===== config.mk =====
export PLATFORM = sky130hd
export DESIGN_NAME = irq_coalescer
export DESIGN_NICKNAME = d
export VERILOG_FILES = /design/src/rtl/icoal_pkg.sv /design/src/rtl/icoal_tick_gen.sv /design/src/rtl/icoal_cfg_reg.sv /design/src/rtl/icoal_channel.sv /design/src/rtl/irq_coalescer.sv
export SDC_FILE = /design/constraint.sdc
export NUM_CORES = 1
export LEC_CHECK = 0
export BUFFER_PORTS_ARGS = -buffer_cell sky130_fd_sc_hd__buf_2
export CELL_PAD_IN_SITES_DETAIL_PLACEMENT = 0
export CELL_PAD_IN_SITES_GLOBAL_PLACEMENT = 1
export CORE_MARGIN = 5
export CORE_UTILIZATION = 38
export CTS_CLUSTER_SIZE = 24
export DETAILED_ROUTE_END_ITERATION = 8
export GPL_TIMING_DRIVEN = 1
export PLACE_DENSITY_LB_ADDON = 0.1
export REMOVE_ABC_BUFFERS = 1
export SYNTH_ARGS = -nofsm -noshare
export SYNTH_HDL_FRONTEND = slang
export SYNTH_SLANG_ARGS = --single-unit

===== constraint.sdc =====
create_clock -name clk -period 2.45 [get_ports clk]
set_input_delay 0.49 -clock clk [delete_from_list [all_inputs] [get_ports clk]]
set_output_delay 0.49 -clock clk [all_outputs]
set_load 0.03 [all_outputs]

===== src/rtl/icoal_pkg.sv =====
// Shared field positions and types of the interrupt coalescer.
package icoal_pkg;
    localparam int TMR_W     = 4;
    localparam int PKT_W     = 3;
    localparam int CFG_W     = 32;
    localparam int BIT_SLOW  = 31;
    localparam int TX_TMR_LO = 27;
    localparam int TX_PKT_LO = 24;
    localparam int RX_TMR_LO = 20;
    localparam int RX_PKT_LO = 17;
    localparam int BIT_CONT  = 16;
    localparam int KEEP_LO   = 16;

    typedef struct packed {
        logic [TMR_W-1:0] tmr;
        logic [PKT_W-1:0] pkt;
    } dir_cfg_t;
endpackage


===== src/rtl/icoal_tick_gen.sv =====
// Tick prescaler for one direction.
// It emits a one-cycle tick every FAST_DIV or SLOW_DIV clocks while run is
// high, and it restarts its phase on restart.
// Assumes FAST_DIV and SLOW_DIV are both at least 1.
module icoal_tick_gen #(
    parameter int FAST_DIV = 2,
    parameter int SLOW_DIV = 4
) (
    input  logic clk,
    input  logic rst_n,
    input  logic restart,
    input  logic run,
    input  logic slow_sel,
    output logic tick
);
    localparam int MAX_DIV = (FAST_DIV > SLOW_DIV) ? FAST_DIV : SLOW_DIV;
    localparam int PRE_W   = ($clog2(MAX_DIV) > 0) ? $clog2(MAX_DIV) : 1;

    logic [PRE_W-1:0] pre_q;
    logic [PRE_W-1:0] last;
    logic             wrap;

    // Last phase value of the selected tick length.
    always_comb begin
        last = slow_sel ? PRE_W'(SLOW_DIV - 1) : PRE_W'(FAST_DIV - 1);
        wrap = (pre_q >= last);
        tick = run && !restart && wrap;
    end

    // Phase counter: cleared on restart, advances while running.
    always_ff @(posedge clk) begin
        if (!rst_n || restart) begin
            pre_q <= '0;
        end else if (run) begin
            pre_q <= wrap ? '0 : pre_q + PRE_W'(1);
        end
    end
endmodule


===== src/rtl/icoal_cfg_reg.sv =====
// Control word storage of the coalescer.
// It keeps bits 31:16 of the last write, reads bits 15:0 as zero, and splits
// the word into per-direction fields.
module icoal_cfg_reg
    import icoal_pkg::*;
(
    input  logic             clk,
    input  logic             rst_n,
    input  logic             wr_en,
    input  logic [CFG_W-1:0] wr_data,
    output logic [CFG_W-1:0] rd_data,
    output logic             slow_sel,
    output logic             cont_en,
    output dir_cfg_t         rx_cfg,
    output dir_cfg_t         tx_cfg
);
    logic [CFG_W-1:KEEP_LO] store_q;
    logic                   unused_low;

    assign unused_low = ^wr_data[KEEP_LO-1:0];

    // Holds the upper half of the control word.
    always_ff @(posedge clk) begin
        if (!rst_n) begin
            store_q <= '0;
        end else if (wr_en) begin
            store_q <= wr_data[CFG_W-1:KEEP_LO];
        end
    end

    // Field decode and read-back.
    always_comb begin
        rd_data    = {store_q, {KEEP_LO{1'b0}}};
        slow_sel   = rd_data[BIT_SLOW];
        cont_en    = rd_data[BIT_CONT];
        rx_cfg.tmr = rd_data[RX_TMR_LO +: TMR_W];
        rx_cfg.pkt = rd_data[RX_PKT_LO +: PKT_W];
        tx_cfg.tmr = rd_data[TX_TMR_LO +: TMR_W];
        tx_cfg.pkt = rd_data[TX_PKT_LO +: PKT_W];
    end
endmodule


===== src/rtl/icoal_channel.sv =====
// Coalescing window for one direction.
// The window opens on a completion seen while the flag is low and closes on
// the completion limit or the time limit. The time limit counts in units of
// 2**UNIT_SHIFT ticks. Both limits zero, or a spent one-shot, means the
// flag is raised at once. A config write closes the window.
module icoal_channel
    import icoal_pkg::*;
#(
    parameter int UNIT_SHIFT = 0,
    parameter int FAST_DIV   = 2,
    parameter int SLOW_DIV   = 4
) (
    input  logic     clk,
    input  logic     rst_n,
    input  logic     cfg_wr,
    input  logic     slow_sel,
    input  logic     cont_en,
    input  dir_cfg_t cfg,
    input  logic     done,
    input  logic     ack,
    output logic     irq,
    output logic     win_open
);
    localparam int LIM_W = TMR_W + UNIT_SHIFT;

    logic             irq_q, open_q, spent_q;
    logic [PKT_W-1:0] cnt_q;
    logic [LIM_W-1:0] tcnt_q, lim;
    logic             bypass, start, pkt_hit, tmr_hit, fire, tick;

    icoal_tick_gen #(.FAST_DIV(FAST_DIV), .SLOW_DIV(SLOW_DIV)) u_tick (
        .clk      (clk),
        .rst_n    (rst_n),
        .restart  (start && !bypass),
        .run      (open_q),
        .slow_sel (slow_sel),
        .tick     (tick)
    );

    // Window open, limit hit and fire decisions.
    always_comb begin
        bypass  = spent_q || (cfg.tmr == '0 && cfg.pkt == '0);
        start   = done && !irq_q && !open_q && !cfg_wr;
        lim     = LIM_W'(cfg.tmr) << UNIT_SHIFT;
        pkt_hit = open_q ? (done && cfg.pkt != '0 && cnt_q == cfg.pkt - PKT_W'(1))
                         : (start && cfg.pkt == PKT_W'(1));
        tmr_hit = open_q && tick && cfg.tmr != '0 && tcnt_q == lim - LIM_W'(1);
        fire    = !cfg_wr && ((start && bypass) || (!bypass && (pkt_hit || tmr_hit)));
    end

    // Window state: opened by start, closed by fire or a config write.
    always_ff @(posedge clk) begin
        if (!rst_n || cfg_wr || fire) begin
            open_q <= 1'b0;
        end else if (start && !bypass) begin
            open_q <= 1'b1;
        end
    end

    // Completion counter of the current window.
    always_ff @(posedge clk) begin
        if (!rst_n) begin
            cnt_q <= '0;
        end else if (start) begin
            cnt_q <= PKT_W'(1);
        end else if (open_q && done) begin
            cnt_q <= cnt_q + PKT_W'(1);
        end
    end

    // Tick counter of the current window.
    always_ff @(posedge clk) begin
        if (!rst_n || start) begin
            tcnt_q <= '0;
        end else if (open_q && tick) begin
            tcnt_q <= tcnt_q + LIM_W'(1);
        end
    end

    // One-shot marker, cleared by any config write.
    always_ff @(posedge clk) begin
        if (!rst_n || cfg_wr) begin
            spent_q <= 1'b0;
        end else if (fire && !bypass && !cont_en) begin
            spent_q <= 1'b1;
        end
    end

    // Sticky interrupt flag, cleared by acknowledge.
    always_ff @(posedge clk) begin
        if (!rst_n) begin
            irq_q <= 1'b0;
        end else if (fire) begin
            irq_q <= 1'b1;
        end else if (ack) begin
            irq_q <= 1'b0;
        end
    end

    assign irq      = irq_q;
    assign win_open = open_q;
endmodule


===== src/rtl/irq_coalescer.sv =====
// Receive/transmit interrupt coalescer top.
// One control word configures two independent windows: receive times in
// single ticks, transmit times in units of 16 ticks.
// Assumes completion and acknowledge inputs are synchronous to clk.
module irq_coalescer
    import icoal_pkg::*;
#(
    parameter int FAST_DIV      = 2,
    parameter int SLOW_DIV      = 4,
    parameter int RX_UNIT_SHIFT = 0,
    parameter int TX_UNIT_SHIFT = 4
) (
    input  logic        clk,
    input  logic        rst_n,
    input  logic        cfg_wr_en,
    input  logic [31:0] cfg_wr_data,
    input  logic        rx_done,
    input  logic        tx_done,
    input  logic        rx_ack,
    input  logic        tx_ack,
    output logic [31:0] cfg_rd_data,
    output logic        rx_irq,
    output logic        tx_irq
);
    localparam int NUM_DIR = 2;

    logic                  slow_sel, cont_en;
    dir_cfg_t              rx_cfg, tx_cfg;
    dir_cfg_t [NUM_DIR-1:0] ch_cfg;
    logic [NUM_DIR-1:0]    ch_done, ch_ack, ch_irq, ch_open;
    logic                  rx_open, tx_open;

    icoal_cfg_reg u_cfg (
        .clk      (clk),
        .rst_n    (rst_n),
        .wr_en    (cfg_wr_en),
        .wr_data  (cfg_wr_data),
        .rd_data  (cfg_rd_data),
        .slow_sel (slow_sel),
        .cont_en  (cont_en),
        .rx_cfg   (rx_cfg),
        .tx_cfg   (tx_cfg)
    );

    assign ch_cfg  = {tx_cfg, rx_cfg};
    assign ch_done = {tx_done, rx_done};
    assign ch_ack  = {tx_ack, rx_ack};

    for (genvar g = 0; g < NUM_DIR; g++) begin : g_ch
        localparam int SH = (g == 0) ? RX_UNIT_SHIFT : TX_UNIT_SHIFT;
        icoal_channel #(.UNIT_SHIFT(SH), .FAST_DIV(FAST_DIV), .SLOW_DIV(SLOW_DIV)) u_ch (
            .clk      (clk),
            .rst_n    (rst_n),
            .cfg_wr   (cfg_wr_en),
            .slow_sel (slow_sel),
            .cont_en  (cont_en),
            .cfg      (ch_cfg[g]),
            .done     (ch_done[g]),
            .ack      (ch_ack[g]),
            .irq      (ch_irq[g]),
            .win_open (ch_open[g])
        );
    end

    assign rx_irq  = ch_irq[0];
    assign tx_irq  = ch_irq[1];
    assign rx_open = ch_open[0];
    assign tx_open = ch_open[1];
endmodule


==> run metrics, run 1 <==
CP Launch Type flop; hold depth 3; Setup CP Type reg2reg; DR WL/cell 12.9 µm; Via Count 1833; CP cell instances inv_1 > ha_1 > nor4b_1 > a21o_1 > or4_1 > a221oi_2 > o21a_1; Max IR drop VDD 243 µV; Worst Path Arrival 2430 ps; die height 90.2 µm; H-tree level count 2; Least-Margin Pin Slew 604 ps; fraction of layout cells with a size suffix above 1 0.176; Post-CTS Setup Bufs 0; Core Area 0.00631 mm²; largest net degree at the start of global routing 15; area of the die 0.00813 mm²; Gates resized, CTS repair 0; Syn-to-layout area delta 12.6%; register area 881 µm²; initial detailed-routing violation count 42; Root Driver clkbuf_8; global-route wire length before repair 8600 µm; CTS tree done; I/O pins 73; cts bufs inserted 5; crit end category flop; GP Congestion 0.751; Post-Route WL 5010 µm; # port buffers 40; largest family of logic cells by synthesized area simple AND/OR/NAND/NOR gates; Final setup viols 0; nets@finish 364; Slew Limit Fails 0; status complete, no violations; Total Neg Setup Slack 0 ps; # DRC 0; Synth Area in Compound Gates 0.0917; post-synthesis simple-gate area fraction 0.190; post-synthesis sequential area ratio 0.361; GRT Overall Usage 0.126; Total Power 1.51 mW; Clock Sinks 44; Max-cap violations 0; Hold Vio Cnt, Final 0; post-synthesis adder-cell area fraction 0.0717; Pre-Repair DR Iteration Count 4; normalized max-slew margin 0.591; Post-Synth XOR/XNOR Area 0.122; global route overflow 0; R2R depth 7; fillcell total 652; drt via density 4.71; Yosys top cell area share 0.361; clk_lat worst skew 290 ps; leakage power 1.20 nW; Tcrit/Tclk final 0.895; Worst Skew 4.17 ps; Site Rows 29; post-route ant nets 0; Area contributors post-synth dfxtp_1 (36%), mux2i_1 (7.4%), ha_1 (7.2%); Critical-path top delay cell or4_1; Pwr Density 549 mW/mm²; Max Root-Sink Buffers 2; Crit path largest cell delay 600 ps; CTS Hold Buffers Added 0; syn avg cell area 9.01 µm²; Netlist cell types 38; synthesized flop and latch total 44; DP HPWL 3830 µm; Post-Synthesis Cells 271; mux cell area share after synthesis 0.0738; initial antenna violation count 0; initial core utilization 0.387; RSZ-0062 raised after global routing false; Primary FF master, synth dfxtp_1; max frequency 456 MHz; Hold Crit Class in2reg; number of synthesized flops with an enable pin 0; biggest area consumer among synthesized cells dfxtp_1; Yosys warnings 0; post-route core utilization 0.436; WP data required 2690 ps; Area after DPL 0.00266 mm²; fin crit period 2190 ps; Place WS 273 ps; Mapped Area 0.00244 mm²; number of global-route vias before repair 1806; Die Wd 90.2 µm; post-route cell area 0.00275 mm²; most numerous cell in the Yosys netlist dfxtp_1; FFs w/ async S/R, synth 0; Post-synth top cells dfxtp_1 (44), nor2b_1 (22), buf_4 (18), mux2i_1 (18), nor2_1 (18); worst-path fanout max 5; Clock transition at path regs 90 ps; # diodes 0; final setup margin 257 ps; multi-input logic area 0.00140 mm²
[per-stage QoR]
step | cells | hold slack [ps]
6_report | 389 | 454
5_1_grt | 389 | 446
4_1_cts | 389 | 448
3_5_place_dp | 381 | 491
3_3_place_gp | 381 | 484
2_1_floorplan | 260 | 465
[registers in the layout (all words and copies together), names as in the netlist]
| name | count |
|---|---|
| u_cfg.store_q | 16 |
| g_ch.u_ch.tcnt_q | 12 |
| g_ch.u_ch.cnt_q | 6 |
| g_ch.u_ch.u_tick.pre_q | 4 |
| g_ch.u_ch.irq | 2 |
| g_ch.u_ch.spent_q | 2 |
| g_ch.u_ch.win_open | 2 |
[final cells by class]
| class | instances | share of cell area |
|---|---|---|
| clock inverter | 2 | 0.00364 |
| inverter | 13 | 0.0177 |
| clock buffer | 6 | 0.0300 |
| tap | 77 | 0.0350 |
| multi-input combinational | 203 | 0.510 |
| sequential | 44 | 0.320 |
| timing repair buffer | 44 | 0.0837 |
[layout by cell type (no fill, tap or decap), drive strengths merged]
master and n:
a211oi 1, mux2i 18, xnor2 17, a21boi 2, nand3b 1, nor2b 22
conb 16, a221oi 1, nand2 16, ha 14, inv 13, a21o 2
nor2 18, o31a 1, nand4 3, xor2 17, or3 2, or4b 2
nor3b 2, o21a 4, a21oi 12, o21ai 7, buf 44, o2bb2ai 1
or4 2, clkinv 2, and3 3, nand3 8, o32a 1, o21bai 1
clkbuf 6, and4 2, nor3 5, nor4b 1, dfxtp 44, o221a 1
[worst paths after layout]
kind / start / to / slack [ps]
worst max-delay path: u_cfg.store_q[17] / g_ch[0].u_ch.spent_q / 260
worst min-delay path: cfg_wr_data[21] / u_cfg.store_q[21] / 450
worst max register to register: u_cfg.store_q[17] / g_ch[0].u_ch.spent_q / 260
worst min register to register: g_ch[0].u_ch.cnt_q[1] / g_ch[0].u_ch.cnt_q[1] / 500
[power by group]
| group | leakage [nW] | switching (mW) | total, mW | internal, mW |
|---|---|---|---|---|
| Clock | 0.0510 | 0.251 | 0.477 | 0.226 |
| Combinational | 0.791 | 0.164 | 0.267 | 0.103 |
| Sequential | 0.358 | 0.0283 | 0.766 | 0.738 |
[logic make-up (layout without fill, tap and decap cells)]
logic type / Yosys count / count (layout)
compound gates: 34 / 34
xor+xnor: 34 / 34
fa+ha+maj: 14 / 14
buf+inv: 39 / 65
flops: 44 / 44
mux: 18 / 18
other cells: 1 / 16
simple gates: 87 / 87
[routing by layer]
layer / vias to the layer above / part of all wire / GRT usage
met5: - / 0 / 0
met2: 29 / 0.47 / 0.213
li1: 958 / - / -
met3: 2 / 0.038 / 0.0284
met1: 844 / 0.48 / 0.162
met4: 0 / 0.0060 / 0.0298
[critical path: cells and delay by family (launching register included)]
| kind | cells | cell delay (ps) |
|---|---|---|
| simple gates | 2 | 780 |
| flops | 1 | 430 |
| buf+inv | 1 | 90 |
| fa+ha+maj | 1 | 220 |
| compound gates | 3 | 620 |
(Power assumes the default switching activity.)
==> run 2, diff against run 1 <==
--- a/config.mk
+++ b/config.mk
@@ -9,7 +9,7 @@
 export CELL_PAD_IN_SITES_DETAIL_PLACEMENT = 0
 export CELL_PAD_IN_SITES_GLOBAL_PLACEMENT = 1
 export CORE_MARGIN = 5
-export CORE_UTILIZATION = 38
+export CORE_UTILIZATION = 34
 export CTS_CLUSTER_SIZE = 24
 export DETAILED_ROUTE_END_ITERATION = 8
 export GPL_TIMING_DRIVEN = 1
==> constraint.sdc (replaced) <==
create_clock -name clk -period 2 [get_ports clk]
set_input_delay 0.4 -clock clk [delete_from_list [all_inputs] [get_ports clk]]
set_output_delay 0.4 -clock clk [all_outputs]
set_load 0.03 [all_outputs]
==> run 2 against run 1 <==
- largest cell class unchanged
- clock skew up 0.95 ps
- final cell count up 9.0%
- core utilization down 1.4 points
- sequential share of layout area down 1.7 points
- wire length up 5.6%
- clock-buffer cell count up 2
- total power up 25%
- flip-flop and latch count unchanged
- critical path depth unchanged
- critical endpoint unchanged
==> run metrics, run 2 (same netlist as run 1, synthesis figures left out) <==
crit path capture g_ch[0].u_ch.spent_q; global-route wire length before repair 8550 µm; Syn-to-layout area delta 19.2%; initial antenna violation count 0; H-tree level count 2; WP data required 2240 ps; Worst Skew 5.12 ps; fraction of layout cells with a size suffix above 1 0.229; commonest non-fill, non-tap cell in the layout dfxtp_1; Total Power 1.89 mW; Via Count 1887; crit end category flop; Root Driver clkbuf_8; CTS tree done; fin crit period 1940 ps; Worst Setup SP u_cfg.store_q[18]; Max Root-Sink Buffers 2; Reg-to-Reg Start u_cfg.store_q[18]; Clock Sinks 44; Core Area 0.00691 mm²; CP Launch Type flop; Top Registers u_cfg.store_q x16, g_ch.u_ch.tcnt_q x12, g_ch.u_ch.cnt_q x6; Final setup viols 0; Worst Path Arrival 2180 ps; initial core utilization 0.354; cts bufs inserted 5; largest net degree at the start of global routing 17; Max-cap violations 0; clk_lat worst skew 290 ps; Max IR drop VDD 350 µV; Slew Limit Fails 0; Pre-Repair DR Iteration Count 4; max reg flops 16; Site Rows 30; reg2reg end g_ch[0].u_ch.spent_q; GP Congestion 0.761; Setup CP Type reg2reg; most frequent cells in the layout dfxtp_1 (42), buf_2 (40), nor2b_1 (22), buf_4 (20); initial detailed-routing violation count 44; die height 94.8 µm; RSZ-0062 raised after global routing false; Biggest register u_cfg.store_q; Tcrit/Tclk final 0.970; worst-path fanout max 3; Hold Crit Class in2reg; R2R depth 7; GRT Overall Usage 0.120; # DRC 0; DP HPWL 4090 µm; Die Wd 94.8 µm; Clock transition at path regs 80 ps; Post-Route WL 5290 µm; # port buffers 40; fillcell total 743; drt via density 4.45; post-route ant nets 0; number of global-route vias before repair 1810; DR WL/cell 12.5 µm; leakage power 1.28 nW; I/O pins 73; post-route core utilization 0.421; max frequency 515 MHz; flop-to-flop setup slack 60 ps; nets@finish 380; # diodes 0; status complete, no violations; global route overflow 0; Hold Vio Cnt, Final 0; area of the die 0.00898 mm²; Pwr Density 648 mW/mm²
[run 2: changes by cell type in the layout (fill, tap and decap cells not counted), sizes merged]
cell,previous run,this run
buf,44,60
clkbuf,6,8
clkinv,2,0
[run 2: report_power, final]
group	switching (mW)	internal [mW]
clock	0.304	0.283
sequential	0.0281	0.904
combinational	0.216	0.152
total	0.548	1.34
[run 2: how the worst min path moves through the flow]
stage | from | endpoint | slack, ps | cells past startpoint
3_5_place_dp | g_ch[0].u_ch.cnt_q[1] | g_ch[0].u_ch.cnt_q[1] | 490 | 2
6_report | cfg_wr_data[18] | u_cfg.store_q[18] | 360 | 3
4_1_cts | cfg_wr_data[28] | u_cfg.store_q[28] | 360 | 3
2_1_floorplan | g_ch[0].u_ch.cnt_q[1] | g_ch[0].u_ch.cnt_q[1] | 470 | 2
5_1_grt | cfg_wr_data[19] | u_cfg.store_q[19] | 360 | 3
3_3_place_gp | g_ch[0].u_ch.cnt_q[1] | g_ch[0].u_ch.cnt_q[1] | 480 | 2
[run 2: layer usage]
metal  global-route usage  wire length (µm)  vias to the layer above  share of wire
met3               0.0263               180                        4          0.034
met5                    0                 0                        -              0
met4               0.0325                41                        0         0.0078
met1                0.158              2490                      860           0.47
met2                0.198              2570                       28           0.49
li1                     -                 -                      995              -
[run 2: worst max-delay path, stage by stage, from the launching register on]
cell      delay, ps
dfxtp_2         340
inv_2            50
ha_4            150
nor2b_1         120
or4_1           500
o32a_1          380
a221oi_2        230
o21a_1          130
[run 2: final cells by class]
type,count,area [µm²],area share
multi-input cells,203,1420,0.487
flip-flops and latches,44,883,0.304
repair buffers,60,350,0.120
well taps,96,120,0.0413
clock buffers,8,90.1,0.0310
inverters,13,48.8,0.0168
[run 2: per-stage QoR]
stage | hold WS (ps) | setup slack [ps] | area, µm² | TNS [ps] | cells
after floorplan | 465 | -232 | 2330 | -631 | 260
after global placement | 482 | 4.84 | 2800 | 0 | 416
after detailed placement | 488 | 5.76 | 2800 | 0 | 416
after CTS | 357 | -16.7 | 2910 | -16.7 | 424
after global routing | 362 | 9.75 | 2910 | 0 | 424
final | 362 | 59.5 | 2910 | 0 | 424
[run 2: what timing repair did]
action / CTS / global route
gates resized for setup: 6 / 1
hold buffers: 0 / 0
hold endpoints to repair: 0 / 0
setup buffers: 0 / 0
endpoints found under the setup margin: 1 / 1
pin swaps: 5 / 4
